$ cat config.mk
export PLATFORM = sky130hd
export DESIGN_NAME = ctch_channel
export DESIGN_NICKNAME = d
export VERILOG_FILES = /design/src/rtl/ctch_pkg.sv /design/src/rtl/ctch_cmp_unit.sv /design/src/rtl/ctch_wrap_det.sv /design/src/rtl/ctch_regs.sv /design/src/rtl/ctch_channel.sv
export SDC_FILE = /design/constraint.sdc
export NUM_CORES = 1
export LEC_CHECK = 0
export BUFFER_PORTS_ARGS = -buffer_cell sky130_fd_sc_hd__buf_2
export CAP_MARGIN = 20
export CORE_ASPECT_RATIO = 1.75
export CORE_MARGIN = 2
export CORE_UTILIZATION = 55
export CTS_CLUSTER_SIZE = 14
export DETAILED_ROUTE_END_ITERATION = 16
export PLACE_DENSITY = 0.75
export REMOVE_ABC_BUFFERS = 1
export SLEW_MARGIN = 20
export SYNTH_ARGS = -nofsm -noshare
export SYNTH_HDL_FRONTEND = slang
export SYNTH_HIERARCHICAL = 1
export SYNTH_SLANG_ARGS = --single-unit
$ cat constraint.sdc
create_clock -name clk -period 7.5 [get_ports clk]
set_input_delay 0 -clock clk [delete_from_list [all_inputs] [get_ports clk]]
set_output_delay 0 -clock clk [all_outputs]
set_load 0.01 [all_outputs]
$ cat src/rtl/ctch_pkg.sv
package ctch_pkg;
  localparam int unsigned CT_W = 64;
  localparam int unsigned CT_H = CT_W / 2;

  typedef logic [CT_W-1:0] word_t;
  typedef logic [CT_H-1:0] half_t;

  // target reached or passed by rv, using signed difference of the active width
  function automatic logic at_or_past(word_t tgt, word_t rv, logic nar);
    word_t dw;
    half_t dh;
    dw = tgt - rv;
    dh = tgt[CT_H-1:0] - rv[CT_H-1:0];
    if (nar) return $signed(dh) <= 0;
    return $signed(dw) <= 0;
  endfunction

  function automatic word_t advance(word_t c, word_t p, logic nar);
    word_t s;
    s = c + p;
    if (nar) s[CT_W-1:CT_H] = '0;
    return s;
  endfunction

  function automatic half_t clip_top(half_t d);
    return {1'b0, d[CT_H-2:0]};
  endfunction

  function automatic half_t period_lo(half_t d, logic nar);
    return nar ? clip_top(d) : d;
  endfunction
endpackage

$ cat src/rtl/ctch_cmp_unit.sv
module ctch_cmp_unit
  import ctch_pkg::*;
(
  input  word_t tgt_i,
  input  word_t rv_i,
  input  logic  narrow_i,
  output logic  past_o
);
  assign past_o = at_or_past(tgt_i, rv_i, narrow_i);
endmodule

$ cat src/rtl/ctch_wrap_det.sv
module ctch_wrap_det
  import ctch_pkg::*;
(
  input  logic clk,
  input  logic rst_n,
  input  logic msb_i,
  output logic wrap_o
);
  logic msb_q;
  always_ff @(posedge clk or negedge rst_n) begin
    if (!rst_n) msb_q <= 1'b0;
    else        msb_q <= msb_i;
  end
  assign wrap_o = msb_q & ~msb_i;
endmodule

$ cat src/rtl/ctch_regs.sv
module ctch_regs
  import ctch_pkg::*;
(
  input  logic  clk,
  input  logic  rst_n,
  input  logic  narrow_i,
  input  logic  periodic_i,
  input  logic  setval_set_i,
  input  logic  wr_lo_i,
  input  logic  wr_hi_i,
  input  half_t wdata_i,
  input  logic  step_i,
  output word_t cmp_q,
  output word_t period_q,
  output logic  setval_q
);
  word_t cmp_n, per_n;
  logic  sv_n;

  always_comb begin
    cmp_n = cmp_q;
    per_n = period_q;
    sv_n  = setval_q;
    if (wr_lo_i || wr_hi_i) begin
      if (!periodic_i || setval_q) begin
        if (wr_lo_i) cmp_n[CT_H-1:0]    = wdata_i;
        if (wr_hi_i) cmp_n[CT_W-1:CT_H] = wdata_i;
      end
      if (periodic_i) begin
        if (wr_lo_i) per_n[CT_H-1:0]    = period_lo(wdata_i, narrow_i);
        if (wr_hi_i) per_n[CT_W-1:CT_H] = clip_top(wdata_i);
      end
      sv_n = 1'b0;
    end else if (step_i) begin
      cmp_n = advance(cmp_q, period_q, narrow_i);
    end
    if (setval_set_i) sv_n = 1'b1;
    if (narrow_i) begin
      cmp_n[CT_W-1:CT_H] = '0;
      per_n[CT_W-1:CT_H] = '0;
    end
  end

  always_ff @(posedge clk or negedge rst_n) begin
    if (!rst_n) begin
      cmp_q    <= '1;
      period_q <= '0;
      setval_q <= 1'b0;
    end else begin
      cmp_q    <= cmp_n;
      period_q <= per_n;
      setval_q <= sv_n;
    end
  end
endmodule

$ cat src/rtl/ctch_channel.sv
module ctch_channel
  import ctch_pkg::*;
(
  input  logic        clk,
  input  logic        rst_n,
  input  logic [63:0] cnt_i,
  input  logic        run_i,
  input  logic        chan_en_i,
  input  logic        periodic_i,
  input  logic        narrow_i,
  input  logic        setval_set_i,
  input  logic        cmp_wr_lo_i,
  input  logic        cmp_wr_hi_i,
  input  logic [31:0] wr_data_i,
  output logic        fire_o,
  output logic [63:0] cmp_o
);
  word_t cmp_q, period_q, snap_q;
  logic  setval_q, armed_q, catch_q, wrap_taken_q, fire_q;
  logic  past_cnt, past_snap, wrap_seen;
  logic  wr, active, per_nz, reload, keep_step, do_step;
  logic  match_evt, wrap_evt;

  ctch_regs u_regs (
    .clk(clk), .rst_n(rst_n), .narrow_i(narrow_i), .periodic_i(periodic_i),
    .setval_set_i(setval_set_i), .wr_lo_i(cmp_wr_lo_i), .wr_hi_i(cmp_wr_hi_i),
    .wdata_i(wr_data_i), .step_i(do_step), .cmp_q(cmp_q), .period_q(period_q),
    .setval_q(setval_q)
  );

  // counter against comparator, and comparator against the snapshot taken at fire
  ctch_cmp_unit u_cmp_cnt (.tgt_i(cmp_q), .rv_i(cnt_i),  .narrow_i(narrow_i), .past_o(past_cnt));
  ctch_cmp_unit u_cmp_snp (.tgt_i(cmp_q), .rv_i(snap_q), .narrow_i(narrow_i), .past_o(past_snap));

  ctch_wrap_det u_wrap (.clk(clk), .rst_n(rst_n), .msb_i(cnt_i[CT_H-1]), .wrap_o(wrap_seen));

  assign wr        = cmp_wr_lo_i | cmp_wr_hi_i;
  assign active    = chan_en_i & run_i;
  assign per_nz    = |period_q;
  assign reload    = periodic_i & per_nz;
  assign keep_step = past_snap & per_nz;
  assign match_evt = active & armed_q & ~catch_q & past_cnt;
  assign wrap_evt  = active & ~periodic_i & narrow_i & armed_q & ~wrap_taken_q & wrap_seen;
  assign do_step   = ~wr & ((match_evt & reload) | (catch_q & keep_step));

  always_ff @(posedge clk or negedge rst_n) begin
    if (!rst_n) begin
      armed_q      <= 1'b0;
      catch_q      <= 1'b0;
      snap_q       <= '0;
      wrap_taken_q <= 1'b0;
      fire_q       <= 1'b0;
    end else begin
      fire_q <= match_evt | wrap_evt;
      if (wr) begin
        armed_q      <= 1'b1;
        catch_q      <= 1'b0;
        wrap_taken_q <= 1'b0;
      end else begin
        if (match_evt) begin
          if (reload) begin
            catch_q <= 1'b1;
            snap_q  <= cnt_i;
          end else begin
            armed_q <= 1'b0;
          end
        end else if (catch_q && !keep_step) begin
          catch_q <= 1'b0;
        end
        if (wrap_evt) wrap_taken_q <= 1'b1;
      end
    end
  end

  assign fire_o = fire_q;
  assign cmp_o  = cmp_q;
endmodule

; ---- Word-level counts from Yosys, hierarchy flattened
; Index checks and enable logic that the tools add are counted.
; W data, S select, Z words.
[word_totals]
word_cells = 100
output_inout_bits = 65
ff_bits = 198
[op_classes]
bitwise = 23
order_cmp = 4
addsub = 5
n_mux = 29
reduce_logical = 22
n_eq_ne = 6
[ops]
columns = cell, count
row1 = $mux W64, 5
row2 = $mux W32, 8
row3 = $le A64 B1 Y1 const B, 2
row4 = $sub A64 B64 Y64, 2
row5 = $add A64 B64 Y64, 1
row6 = $le A32 B1 Y1 const B, 2
row7 = $reduce_or A64 Y1, 1
row8 = $sub A32 B32 Y32, 2
row9 = $mux W1, 16
row10 = $and A1 B1 Y1, 15
row11 = $reduce_and A3 Y1, 5
row12 = $reduce_bool A2 Y1, 7
row13 = $ne A3 B3 Y1 const B, 3
row14 = $ne A2 B2 Y1 const B, 3
row15 = $reduce_bool A3 Y1, 2
row16 = $not A1 Y1, 5
row17 = $reduce_and A2 Y1, 2
row18 = $or A1 B1 Y1, 3
row19 = $logic_not A1 Y1, 2
row20 = $logic_or A1 B1 Y1, 2
row21 = $logic_and A1 B1 Y1, 1

; ---- Logic depth before layout (Yosys ltp)
[logic_depth]
depth_word = 11
depth_mapped = 25
ltp_nobuf = 23

; ---- Hierarchy
; Netlist, hierarchy kept.
[by_module_without_submodules]
columns = module, cells_each, area_each_um2, instances
row1 = ctch_cmp_unit, 756, 4717.0, 2
row2 = ctch_regs, 1106, 9192.6, 1
row3 = ctch_channel, 175, 2869.0, 1
row4 = ctch_wrap_det, 2, 38.8, 1

; ---- Worst setup path before layout
; OpenSTA, ideal clock, no wires.
[synth_timing]
path_type = register -> register
start = register u_regs.cmp_q[0]
end = register u_regs.cmp_q[48]
n_path_buf = 2
stages_incl_launch_ff = 24
arrival_time_ns = 5.818
period_less_slack_ns = 5.909
path_slack_ns = 1.591
required_ns = 7.409
cell_sequence = dfstp_2 inv_1 ha_1 fa_1 nand2b_1 a21oi_1 o2111ai_1 a21oi_1 o21ai_2 a2111oi_0 a211oi_1 xnor2_1 or3b_1 nor4_1 a41o_1 or3b_2 nor3_2 buf_6 buf_6 o21bai_1 a221oi_1 nor3_1 o311ai_0 o31ai_1
[synth_between]
elab_chain_cells = 10
elab_cells_between_ends = 25
classes_between = add/sub (5) / order compare (4) / mux (8) / bitwise (6) / reduce/logical (2)
[synth_rtl]
columns = item, line
row1 = "start, declared", ctch_regs.sv:13  ; output word_t cmp_q,
row2 = "start signal, assigned", ctch_regs.sv:50  ; cmp_q <= cmp_n;
row3 = branches (longest 3 deep; another with $sub A64 B64 Y64), -
row4 = $mux W1 *, ctch_pkg.sv:15  ; return $signed(dw) <= 0;
row5 = via past_cnt, ctch_channel.sv:20  ; logic past_cnt, past_snap, wrap_seen;
row6 = $and A1 B1 Y1 *, ctch_channel.sv:42  ; assign match_evt = active & armed_q & ~catch_q & past_cnt;
row7 = $and A1 B1 Y1 *, ctch_channel.sv:44  ; assign do_step = ~wr & ((match_evt & reload) | (catch_q & keep_step));
row8 = $or A1 B1 Y1 *, ctch_channel.sv:44
row9 = $and A1 B1 Y1 *, ctch_channel.sv:44
row10 = via do_step, ctch_channel.sv:21  ; logic wr, active, per_nz, reload, keep_step, do_step;
row11 = $reduce_bool A3 Y1 (no source line) *, -
row12 = $reduce_and A3 Y1 (no source line) *, -
; Mark *: on every way through the listed nets, which the timed path passes. The select of a mux whose other input is x is not followed.
; A chain may end at the register's enable or synchronous reset.

; ---- Worst setup path after layout
[layout_timing]
start = register u_regs.cmp_q[0]
end = register u_regs.cmp_q[38]
; The elaborated chain is that of the path after synthesis.

==> impl_results.rst <==
.. list-table::
   :header-rows: 1

   * - Metric
     - Value
   * - Worst clock skew on the final layout
     - 0.02205 ns
   * - Starting DRC count in detailed routing
     - 2,592
   * - Core region area
     - 0.03851 mm2
   * - Post-layout total power
     - 6.787 mW
   * - Worst relative slew slack
     - 24.36%
   * - Layout cell share with drive strength beyond 1
     - 15.38%
   * - Vias per std cell
     - 6.748
   * - Setup total negative slack
     - 0 ns
   * - Global placer's final weighted congestion
     - 1.056
   * - Dominant register cell in the synthesized netlist
     - dfrtp_1
   * - Power Density
     - 280.5 mW/mm2
   * - Kind of cell with the highest combined delay on the critical path
     - simple AND/OR/NAND/NOR gates
   * - Nature of the critical path endpoint
     - register
   * - Area enclosed by the die boundary
     - 0.04081 mm2
   * - Layout Nets
     - 3,269
   * - Number of buffers inserted by post-CTS setup repair
     - 0
   * - Average size of a mapped cell
     - 7.705 um2
   * - Width of the die
     - 153.6 um
   * - Maximum clock rate
     - 0.1498 GHz
   * - Detailed-placement wirelength estimate
     - 70,200 um
   * - Commonest cells after routing, fill and taps aside
     - nand2_1 (346), a21oi_1 (318), nor2_1 (215)
   * - Rows
     - 95
   * - Clock Latency Late Sink
     - 0.47 ns
   * - Reg-to-reg endpoint
     - u_regs/cmp_q[38]
   * - Via total after detailed routing
     - 23.44k
   * - Final hold viol count
     - 0
   * - Worst-case clock buffer depth
     - 2
   * - Instance count on the critical path
     - 22
   * - Wirelength per Cell
     - 25.57 um
   * - Summed instance area of the synthesized netlist
     - 0.02153 mm2
   * - Cell mode on critical path
     - o21ai_0
   * - Data required time of the critical path
     - 7.88 ns
   * - Class of the tightest hold or removal check
     - primary input to async pin
   * - GRT Total Usage
     - 42.41%
   * - Total of buffers placed on input and output ports
     - 169
   * - Number of cells on the worst reg-to-reg path
     - 22
   * - Aggregate global routing overflow
     - 0
   * - Clock Sinks
     - 197
   * - Leading cell type in the layout, fill and taps excluded
     - nand2_1
   * - Number of global-route vias before repair
     - 23.24k
   * - Starting density of the core
     - 55.92%
   * - Critical Path Sink
     - u_regs/cmp_q[38]
   * - Setup-violating endpoint count in the final report
     - 0
   * - TritonCTS clock tree
     - built
   * - Height of the die
     - 265.8 um
   * - Filler cell count
     - 3,473
   * - Total wirelength of the detailed-routed design
     - 88,820 um
   * - Initial antenna violation count
     - 2
   * - Highest net fanout along the worst path
     - 10
   * - Clock slew seen by the registers of the worst setup and hold paths
     - 0.09 ns
   * - Number of buffer and inverter instances along the worst setup path
     - 2
   * - TritonRoute pass-1 iters
     - 9
   * - Worst-case vdd ir drop
     - 0.1945 mV
   * - Critical path's slowest cell
     - dfstp_2
   * - Pin count of the biggest net entering global routing
     - 98
   * - Slew at the pin closest to its max-slew limit
     - 1.128 ns
   * - Outcome
     - finished, final reports clean
   * - Arrival @ worst endpoint
     - 7.06 ns
   * - First-pass GRT wire length
     - 133,500 um
   * - Layout-stage area growth over the synthesis result
     - 12.38%
   * - Max Slew Vio Count
     - 0
   * - Clock buffer count from CTS
     - 17
   * - Hold-fix buffer count after cts
     - 104
   * - Final critical-path required period
     - 6.678 ns
   * - Cell-by-cell trace of the critical path
     - inv_1 -> ha_1 -> fa_1 -> nand2b_1 -> a21oi_1 -> o21ai_0 -> o21a_1 -> xor2_1 -> nand3_1 -> or4_1 -> nor4_1 -> nand4_1 -> a2111oi_2 -> a41o_1 -> or3b_2 -> nor3_4 -> o21bai_1 -> a221oi_4 -> nor2_1 -> nand2_1 -> buf_4 -> o21ai_0
   * - Slowest stage delay, CP
     - 0.57 ns
   * - CP Class
     - register to register
   * - Share of the clock period used by the worst path after layout
     - 89.04%
   * - Register bit total from synthesis
     - 197
   * - Count of different cell masters after synthesis
     - 95
   * - Footprint of the flip-flops and latches
     - 0.005010 mm2
   * - Unrepaired setup endpoints after global routing
     - no
   * - Proportion of register bits with asynchronous set or reset after synthesis
     - 100.0%
   * - Flop2flop setup slack
     - 0.82 ns
   * - Sequential area share after synthesis
     - 23.26%
   * - CP Launch Point
     - u_regs/cmp_q[0]
   * - Number of gates given a new drive strength after cts
     - 0
   * - Number of synthesis warnings
     - 6
   * - Count of flip-flops with a built-in enable after synthesis
     - 0
   * - Top Ports
     - 170
   * - DR DRC count
     - 0
   * - Worst r2r src
     - u_regs/cmp_q[0]
   * - Lkg Pwr
     - 10.60 nW
   * - Critical path startpoint category
     - register
   * - Cell chosen for the clock root
     - clkbuf_16
   * - Max Cap Viol
     - 0
   * - Level count of the clock H-tree
     - 4
   * - Number of routed nets with antenna violations
     - 0
   * - Number of instances in the synthesized netlist
     - 2,795
   * - Total area of multi-input combinational cells
     - 0.01524 mm2
## where the power goes
group	internal, mW	total [mW]	switching, mW	leakage, nW
logic	1.56	4.26	2.69	7.96
clock network	0.453	0.943	0.489	0.280
registers	1.32	1.59	0.270	2.36
## worst min path at each step
stage | cells past startpoint | startpoint | end | slack [ns]
after floorplan | 0 | rst_n | armed_q | -0.30
after global placement | 1 | rst_n | u_regs/period_q[3] | 0.13
after detailed placement | 1 | rst_n | u_regs/period_q[3] | 0.13
after CTS | 3 | narrow_i | u_regs/period_q[46] | 0.21
after global routing | 3 | narrow_i | u_regs/period_q[50] | 0.23
final | 2 | rst_n | snap_q[1] | 0.18
## cells by family (layout without fill, tap and decap cells)
kind of cell / after synthesis / count (layout) / share of synthesized area (%)
compound gates: 910 / 910 / 26.99
xor+xnor: 122 / 122 / 4.962
fa+ha+maj: 192 / 192 / 11.26
buf+inv: 318 / 508 / 6.124
flops: 197 / 197 / 23.26
mux: 114 / 114 / 6.513
other cells: 1 / 5 / 0.01741
simple gates: 941 / 941 / 20.86
## metrics by stage
stage	utilization, %	setup WS, ns	instance area, um2	hold slack (ns)	instances
after detailed placement	58.62	1.043	22580	0.1328	3334
after floorplan	-	-2.049	20900	-0.2956	2660
final	62.84	0.8223	24200	0.1810	3474
after global placement	58.62	1.143	22580	0.1276	3334
after CTS	62.81	1.021	24190	0.2075	3470
after global routing	62.83	0.5740	24200	0.2269	3472
## cell usage after synthesis (23+ instances only)
library cell	count	area [um2]
dfrtp_1	133	3328
o21bai_1	31	232.7
mux2_2	57	641.9
and3_1	25	156.4
buf_2	32	160.2
nand2_1	346	1299
a21oi_1	318	1592
a31oi_1	33	206.5
dfstp_2	64	1682
nand3_1	52	260.3
nor2_1	216	810.8
o21ai_1	26	130.1
inv_1	183	686.9
clkbuf_1	80	300.3
nor3_1	48	240.2
xnor2_1	71	621.9
nand2b_1	23	143.9
a211oi_1	24	180.2
o21ai_0	182	910.9
nand4_1	92	575.6
o21a_1	51	382.9
xor2_1	51	446.7
nor4_1	40	250.2
a21o_1	39	292.8
ha_1	189	2365
mux2_4	38	570.6
## sequential cells by signal, summed over array words and instances, names as in the netlist
| signal | count |
|---|---|
| u_regs/period_q | 63 |
| catch_q | 1 |
| fire_o | 1 |
| u_wrap/msb_q | 1 |
| armed_q | 1 |
| u_regs/setval_q | 1 |
| u_regs/cmp_q | 64 |
| snap_q | 64 |
| wrap_taken_q | 1 |
## layout make-up
class,instances,area share (%)
Clock buffer,19,1.830
Clock inverter,13,0.5377
Multi-Input combinational cell,2280,62.99
Inverter,183,2.838
Timing Repair Buffer,293,8.557
Antenna cell,4,0.04136
Tap cell,485,2.507
Sequential cell,197,20.70
## metal layers
layer / wire [um] / up-vias / track usage [%]
met5: 0 / - / 0
met3: 5789 / 371 / 5.221
met2: 43140 / 1286 / 73.20
li1: - / 10590 / -
met4: 7723 / 0 / 31.91
met1: 32170 / 11200 / 47.49
(Power assumes the default switching activity.)
